File: config.mk
export PLATFORM = sky130hd
export DESIGN_NAME = lock_status_tracker
export DESIGN_NICKNAME = d
export VERILOG_FILES = /design/src/rtl/lst_pkg.sv /design/src/rtl/lst_lock_fsm.sv /design/src/rtl/lst_sticky_flags.sv /design/src/rtl/lst_request_map.sv /design/src/rtl/lock_status_tracker.sv
export SDC_FILE = /design/constraint.sdc
export NUM_CORES = 1
export LEC_CHECK = 0
export ABC_AREA = 0
export BUFFER_PORTS_ARGS = -buffer_cell sky130_fd_sc_hd__buf_2
export CAP_MARGIN = 20
export CORE_AREA = 2 2 39 41
export CTS_CLUSTER_SIZE = 10
export DETAILED_ROUTE_END_ITERATION = 12
export DIE_AREA = 0 0 41 43
export MAX_ROUTING_LAYER = met4
export PLACE_DENSITY = 0.65
export RECOVER_POWER = 50
export SYNTH_ARGS = -nofsm -noshare
export SYNTH_HDL_FRONTEND = slang
export SYNTH_SLANG_ARGS = --single-unit
File: constraint.sdc
create_clock -name clk -period 1.45 [get_ports clk]
set_input_delay 0.29 -clock clk [delete_from_list [all_inputs] [get_ports clk]]
set_output_delay 0.29 -clock clk [all_outputs]
set_load 0.02 [all_outputs]
File: src/rtl/lst_pkg.sv
package lst_pkg;

    typedef enum logic [2:0] {
        ST_TRACK         = 3'd0,
        ST_HOLD_FALL     = 3'd1,
        ST_HOLD_RISE     = 3'd2,
        ST_STOP_LOCKED   = 3'd3,
        ST_STOP_UNLOCKED = 3'd4
    } lst_state_t;

    // Index of each sticky flag in the flag vector
    localparam int FLAG_LOL = 0;
    localparam int FLAG_LOC = 1;
    localparam int NUM_FLAGS = 2;

endpackage

File: src/rtl/lst_lock_fsm.sv
module lst_lock_fsm
    import lst_pkg::*;
(
    input  logic       clk,
    input  logic       rst_n,
    input  logic       raw_lock,
    input  logic       cfg_expected,
    input  logic       mode_locked,
    input  logic       stop_req,
    input  logic       wake,
    input  logic       loc_event,
    output logic       lock_o,
    output logic       lol_set,
    output lst_state_t state_o
);

    lst_state_t state_q, state_d;
    logic       lock_q, lock_d;
    logic       clk_loss;

    assign clk_loss = loc_event && mode_locked;

    // State register
    always_ff @(posedge clk or negedge rst_n) begin
        if (!rst_n) begin
            state_q <= ST_TRACK;
            lock_q  <= 1'b0;
        end else begin
            state_q <= state_d;
            lock_q  <= lock_d;
        end
    end

    // Next state, lock bit and loss-of-lock set request
    always_comb begin
        state_d = state_q;
        lock_d  = lock_q;
        lol_set = 1'b0;
        unique case (state_q)
            ST_TRACK: begin
                if (stop_req) begin
                    // stop_entry
                    lock_d  = 1'b0;
                    state_d = (lock_q && mode_locked) ? ST_STOP_LOCKED : ST_STOP_UNLOCKED;
                end else if (clk_loss) begin
                    // clk_loss
                    lol_set = 1'b1;
                    lock_d  = 1'b0;
                    state_d = raw_lock ? ST_HOLD_FALL : ST_HOLD_RISE;
                end else if (cfg_expected) begin
                    // cfg_change
                    lock_d  = 1'b0;
                    state_d = raw_lock ? ST_HOLD_FALL : ST_HOLD_RISE;
                end else begin
                    lock_d = raw_lock;
                    if (lock_q && !raw_lock && mode_locked) begin
                        lol_set = 1'b1;
                    end
                end
            end
            ST_HOLD_FALL: begin
                lock_d = 1'b0;
                if (stop_req) begin
                    state_d = ST_STOP_UNLOCKED;
                end else begin
                    lol_set = clk_loss;
                    if (!raw_lock) begin
                        // raw_drop
                        state_d = ST_HOLD_RISE;
                    end
                end
            end
            ST_HOLD_RISE: begin
                lock_d = 1'b0;
                if (stop_req) begin
                    state_d = ST_STOP_UNLOCKED;
                end else if (clk_loss) begin
                    lol_set = 1'b1;
                    state_d = raw_lock ? ST_HOLD_FALL : ST_HOLD_RISE;
                end else if (cfg_expected) begin
                    state_d = raw_lock ? ST_HOLD_FALL : ST_HOLD_RISE;
                end else if (raw_lock) begin
                    // raw_return
                    state_d = ST_TRACK;
                    lock_d  = 1'b1;
                end
            end
            ST_STOP_LOCKED: begin
                lock_d = 1'b0;
                if (wake) begin
                    // wakeup: clocks had stopped while locked
                    lol_set = 1'b1;
                    state_d = ST_TRACK;
                end
            end
            ST_STOP_UNLOCKED: begin
                lock_d = 1'b0;
                if (wake) begin
                    // wakeup
                    state_d = ST_TRACK;
                end
            end
            default: begin
                state_d = ST_TRACK;
                lock_d  = 1'b0;
            end
        endcase
    end

    assign lock_o  = lock_q;
    assign state_o = state_q;

endmodule

File: src/rtl/lst_sticky_flags.sv
module lst_sticky_flags
    import lst_pkg::*;
(
    input  logic                 clk,
    input  logic                 rst_n,
    input  logic [NUM_FLAGS-1:0] set_i,
    input  logic                 stat_rd,
    input  logic                 flag_clr_wr,
    output logic [NUM_FLAGS-1:0] flag_o
);

    logic armed_q;
    logic clr_ok;

    assign clr_ok = flag_clr_wr && armed_q;

    // Clear arming: a status read must come before the clearing write
    always_ff @(posedge clk or negedge rst_n) begin
        if (!rst_n) begin
            armed_q <= 1'b0;
        end else if (clr_ok) begin
            armed_q <= 1'b0;
        end else if (stat_rd) begin
            armed_q <= 1'b1;
        end
    end

    // One sticky bit per source; a new event wins over a clear
    for (genvar g = 0; g < NUM_FLAGS; g++) begin : g_flag
        logic flag_q;
        always_ff @(posedge clk or negedge rst_n) begin
            if (!rst_n) begin
                flag_q <= 1'b0;
            end else if (set_i[g]) begin
                flag_q <= 1'b1;
            end else if (clr_ok) begin
                flag_q <= 1'b0;
            end
        end
        assign flag_o[g] = flag_q;
    end

endmodule

File: src/rtl/lst_request_map.sv
module lst_request_map
    import lst_pkg::*;
(
    input  logic [NUM_FLAGS-1:0] flag_i,
    input  logic [NUM_FLAGS-1:0] rst_en_i,
    output logic                 irq_o,
    output logic                 rst_req_o
);

    logic [NUM_FLAGS-1:0] to_rst;
    logic [NUM_FLAGS-1:0] to_irq;

    for (genvar g = 0; g < NUM_FLAGS; g++) begin : g_route
        assign to_rst[g] = flag_i[g] &  rst_en_i[g];
        assign to_irq[g] = flag_i[g] & ~rst_en_i[g];
    end

    // A pending reset overrides the interrupt
    assign rst_req_o = |to_rst;
    assign irq_o     = (|to_irq) & ~rst_req_o;

endmodule

File: src/rtl/lock_status_tracker.sv
module lock_status_tracker
    import lst_pkg::*;
#(
    parameter int                  MODE_W       = 2,
    parameter logic [2**MODE_W-1:0] LOCKED_MODES = 4'b1010,
    parameter logic [2**MODE_W-1:0] TRIM_MODES   = 4'b0010
) (
    input  logic              clk,
    input  logic              rst_n,
    input  logic              raw_lock,
    input  logic              wr_mult_chg,
    input  logic              wr_msel_chg,
    input  logic              wr_trim_chg,
    input  logic              stop_req,
    input  logic              wake,
    input  logic              loc_event,
    input  logic [MODE_W-1:0] mode,
    input  logic              lol_rst_en,
    input  logic              loc_rst_en,
    input  logic              stat_rd,
    input  logic              flag_clr_wr,
    output logic              lock,
    output logic              lol_sts,
    output logic              loc_sts,
    output logic              irq,
    output logic              rst_req
);

    logic                 mode_locked;
    logic                 trim_sens;
    logic                 cfg_expected;
    logic                 lol_set;
    lst_state_t           fsm_state;
    logic [NUM_FLAGS-1:0] flag_set;
    logic [NUM_FLAGS-1:0] flags;
    logic [NUM_FLAGS-1:0] rst_en;

    assign mode_locked  = LOCKED_MODES[mode];
    assign trim_sens    = TRIM_MODES[mode];
    assign cfg_expected = wr_mult_chg || wr_msel_chg || (wr_trim_chg && trim_sens);

    lst_lock_fsm u_fsm (
        .clk          (clk),
        .rst_n        (rst_n),
        .raw_lock     (raw_lock),
        .cfg_expected (cfg_expected),
        .mode_locked  (mode_locked),
        .stop_req     (stop_req),
        .wake         (wake),
        .loc_event    (loc_event),
        .lock_o       (lock),
        .lol_set      (lol_set),
        .state_o      (fsm_state)
    );

    assign flag_set[FLAG_LOL] = lol_set;
    assign flag_set[FLAG_LOC] = loc_event;
    assign rst_en[FLAG_LOL]   = lol_rst_en;
    assign rst_en[FLAG_LOC]   = loc_rst_en;

    lst_sticky_flags u_flags (
        .clk         (clk),
        .rst_n       (rst_n),
        .set_i       (flag_set),
        .stat_rd     (stat_rd),
        .flag_clr_wr (flag_clr_wr),
        .flag_o      (flags)
    );

    lst_request_map u_map (
        .flag_i    (flags),
        .rst_en_i  (rst_en),
        .irq_o     (irq),
        .rst_req_o (rst_req)
    );

    assign lol_sts = flags[FLAG_LOL];
    assign loc_sts = flags[FLAG_LOC];

endmodule

==> impl_metrics.json <==
{
  "status": "complete, but fails checks",
  "failed_checks": "setup timing",
  "gr-usage-all-layers": 0.173,
  "n_antenna_cell": 0,
  "initial_core_util": 0.348,
  "postSynthAreaPerCell_um2": 10.2,
  "crit_required_ns": 1.58,
  "criticalPathCategory": "reg -> reg",
  "estimated_wirelength_of_the_detail_placed_design_um": 959,
  "setup_slack_ns": -0.0555,
  "crit_path_max_fanout": 2,
  "grt_first_pass_wirelength_um": 2060,
  "place.gp.congestion": 0.831,
  "route.detailed.vias_per_inst": 5.21,
  "worstPathBufferInverterCount": 1,
  "gr-total-overflow": 0,
  "portion_of_the_clock_cycle_consumed_by_the_worst_path_in_the_final_layout": 1.04,
  "leakage_nw": 0.379,
  "critical_path.slowest_cell": "sky130_fd_sc_hd__or4_4",
  "seqPwrFrac": 0.310,
  "final-max-slew-violation-count": 0,
  "timing_worst_slew_pin_value_ns": 0.404,
  "drt_wl_total_um": 1200,
  "power_mw": 1.00,
  "clock-skew-final_ns": 0.00361,
  "synth_cell_type_count": 30,
  "most-common-layout-cells": "sky130_fd_sc_hd__buf_2 (17), sky130_fd_sc_hd__buf_4 (15), sky130_fd_sc_hd__nand2_1 (7)",
  "route.antenna.remaining_nets": 0,
  "drive_gt1_frac": 0.541,
  "yosys_register_bits": 7,
  "drtIter0Drc": 7,
  "placement.cell_area_um2": 674,
  "post_synth_instance_area_um2": 482,
  "power.switching_fraction": 0.375,
  "root_driver": "sky130_fd_sc_hd__clkbuf_4",
  "timing.max_cap.violations": 0,
  "critical_path.max_stage_delay_ns": 0.54,
  "yosys_warnings": 0,
  "die_width_um": 41,
  "power.internal_uw": 627,
  "via_count_of_the_first_global_routing_pass": 504,
  "cts_tree": "yes",
  "startpoint_type": "flip-flop",
  "post_drt_wl_per_cell_um": 11.9,
  "clock_tree.buffer_depth": 2,
  "die_area_um2": 1760,
  "num-nets-final": 101,
  "crit_path_end_kind": "flip-flop",
  "final_common_cell": "sky130_fd_sc_hd__buf_2",
  "drt_pass1_iterations": 4,
  "synthesized_net_count": 62,
  "beginning_of_the_worst_hold_path": "flag_clr_wr",
  "unrepaired_setup_endpoints_after_global_routing": "yes",
  "grt_start_max_net_pins": 9,
  "clk_pin_slew_worst_paths_ns": 0.06,
  "p_per_area_nw_per_um2": 1320,
  "final_hold_fails": 0,
  "critical-path-top-delay-family": "simple AND/OR/NAND/NOR gates",
  "slew-limit-headroom": 0.730,
  "hold-worst-slack_ns": 0.222,
  "ctsHtreeMaxLevel": 1,
  "design.portCount": 20,
  "number_of_design_rule_violations_left_after_detail_routing": 0,
  "cp-startpoint": "u_fsm.state_o[2]",
  "setup-violations-final": 1,
  "fmaxAchievable_mhz": 664,
  "timing.hold.worst.class": "in -> reg",
  "routed-via-count": 526,
  "final_period_minus_worst_setup_slack_ns": 1.51,
  "path_cells": "inv_2 > or4_4 > o311ai_4 > mux2_4",
  "die-height_um": 43,
  "critPathArrivalTime_ns": 1.64,
  "power.clock.fraction": 0.179,
  "synthCells": 47,
  "synth-seq-area-share": 0.364,
  "fp.coreArea_um2": 1380,
  "cts_made_buffers": 3,
  "finalInstanceArea_um2": 758,
  "cts.sinks": 7,
  "std_cell_rows": 14,
  "p_sw_uw": 376,
  "max-vdd-ir-drop_v": 0.000653,
  "area.growth.synth_to_final_pct": 57.4,
  "initial_antenna_violation_count": 0,
  "clk_latency_ns": 0.25,
  "io_buffer_count": 19,
  "regToRegStartpoint": "u_fsm.state_o[2]",
  "combinationalPowerShare": 0.512
}
[worst register-to-register path, stage by stage, from the launching register on]
cell and delay (ns):
sky130_fd_sc_hd__dfrtp_1 0.36, sky130_fd_sc_hd__inv_2 0.04, sky130_fd_sc_hd__or4_4 0.54, sky130_fd_sc_hd__o311ai_4 0.12, sky130_fd_sc_hd__mux2_4 0.33
[cells by family (layout without fill, tap and decap cells)]
family,Yosys count,in the layout,share of synthesized area
muxes,2,2,0.0519
DFF,7,7,0.364
and+or+nand+nor,20,20,0.260
AOI/OAI and AO/OA,14,14,0.291
buffers and inverters,4,42,0.0338
[power by group through the flow]
stage	clock network, mW	registers [mW]	logic, mW
floorplan	0	0.313	0.276
global placement	0	0.317	0.443
detailed placement	0	0.317	0.448
CTS	0.188	0.303	0.494
global route	0.206	0.320	0.557
finish	0.179	0.311	0.513
[layer usage]
| layer | GRT usage | up-vias | wire [µm] |
|---|---|---|---|
| li1 | - | 259 | - |
| met1 | 0.231 | 246 | 536 |
| met2 | 0.256 | 19 | 594 |
| met3 | 0.0314 | 2 | 65 |
| met4 | 0.0600 | 0 | 2 |
| met5 | - | - | 0 |
[flip-flops by register name, summed over array words and instances (netlist names)]
| signal | count |
|---|---|
| u_fsm.state_o | 3 |
| u_flags.g_flag.flag_q | 2 |
| u_flags.armed_q | 1 |
| u_fsm.lock_o | 1 |
[stage by stage]
stage | util | instances | setup slack, ns | setup TNS (ns)
after floorplan | - | 47 | -0.0737 | -0.0737
after global placement | 0.487 | 92 | -0.155 | -0.160
after CTS | 0.527 | 99 | -0.0531 | -0.105
after global routing | 0.548 | 101 | -0.110 | -0.265
after detailed placement | 0.487 | 92 | -0.178 | -0.202
final | 0.548 | 101 | -0.0555 | -0.0555
[final timing paths]
kind / end / slack (ns) / depth (start not counted)
min reg2reg: u_flags.armed_q / 0.48 / 1
max reg2reg: u_fsm.state_o[1] / -0.06 / 4
min: u_flags.armed_q / 0.22 / 2
max: u_fsm.state_o[1] / -0.06 / 4
max in group asynchronous: u_fsm.state_o[1] / 0.67 / 2
min in group asynchronous: u_fsm.state_o[2] / 0.47 / 2
[synthesized netlist by cell type, drive strengths merged]
master	number	area [µm²]
a2111oi	1	8.76
a211oi	2	15.0
a21o	1	7.51
a22o	2	17.5
a32o	1	10.0
and2	1	6.26
buf	1	5.00
dfrtp	7	175
inv	3	11.3
mux2	1	15.0
mux2i	1	10.0
nand2	7	26.3
nand2b	1	6.26
nand3	2	10.0
nand3b	1	7.51
nor2	2	7.51
nor2b	1	6.26
nor3	1	5.00
nor3b	1	7.51
nor4	1	6.26
nor4bb	1	25.0
o211a	1	10.0
o211ai	2	20.0
o311ai	1	26.3
o31a	1	8.76
o31ai	1	7.51
o41ai	1	8.76
or4	1	11.3
[what timing repair did]
action	in CTS	in global routing
endpoints found under the setup margin	3	3
resized for setup	1	5
pin swaps	3	6
hold buffers	1	0
buffers inserted	2	2
endpoints found under the hold margin	7	0
[final cells by class]
| type | instances | area (µm²) |
|---|---|---|
| Fill cell | 130 | 626 |
| Multi-Input combinational cell | 36 | 300 |
| Timing Repair Buffer | 35 | 223 |
| Sequential cell | 7 | 176 |
| Clock buffer | 3 | 22.5 |
| Tap cell | 16 | 20.0 |
| Inverter | 3 | 11.3 |
| Clock inverter | 1 | 5.00 |
No activity file was read; power rests on OpenSTA's default activity.
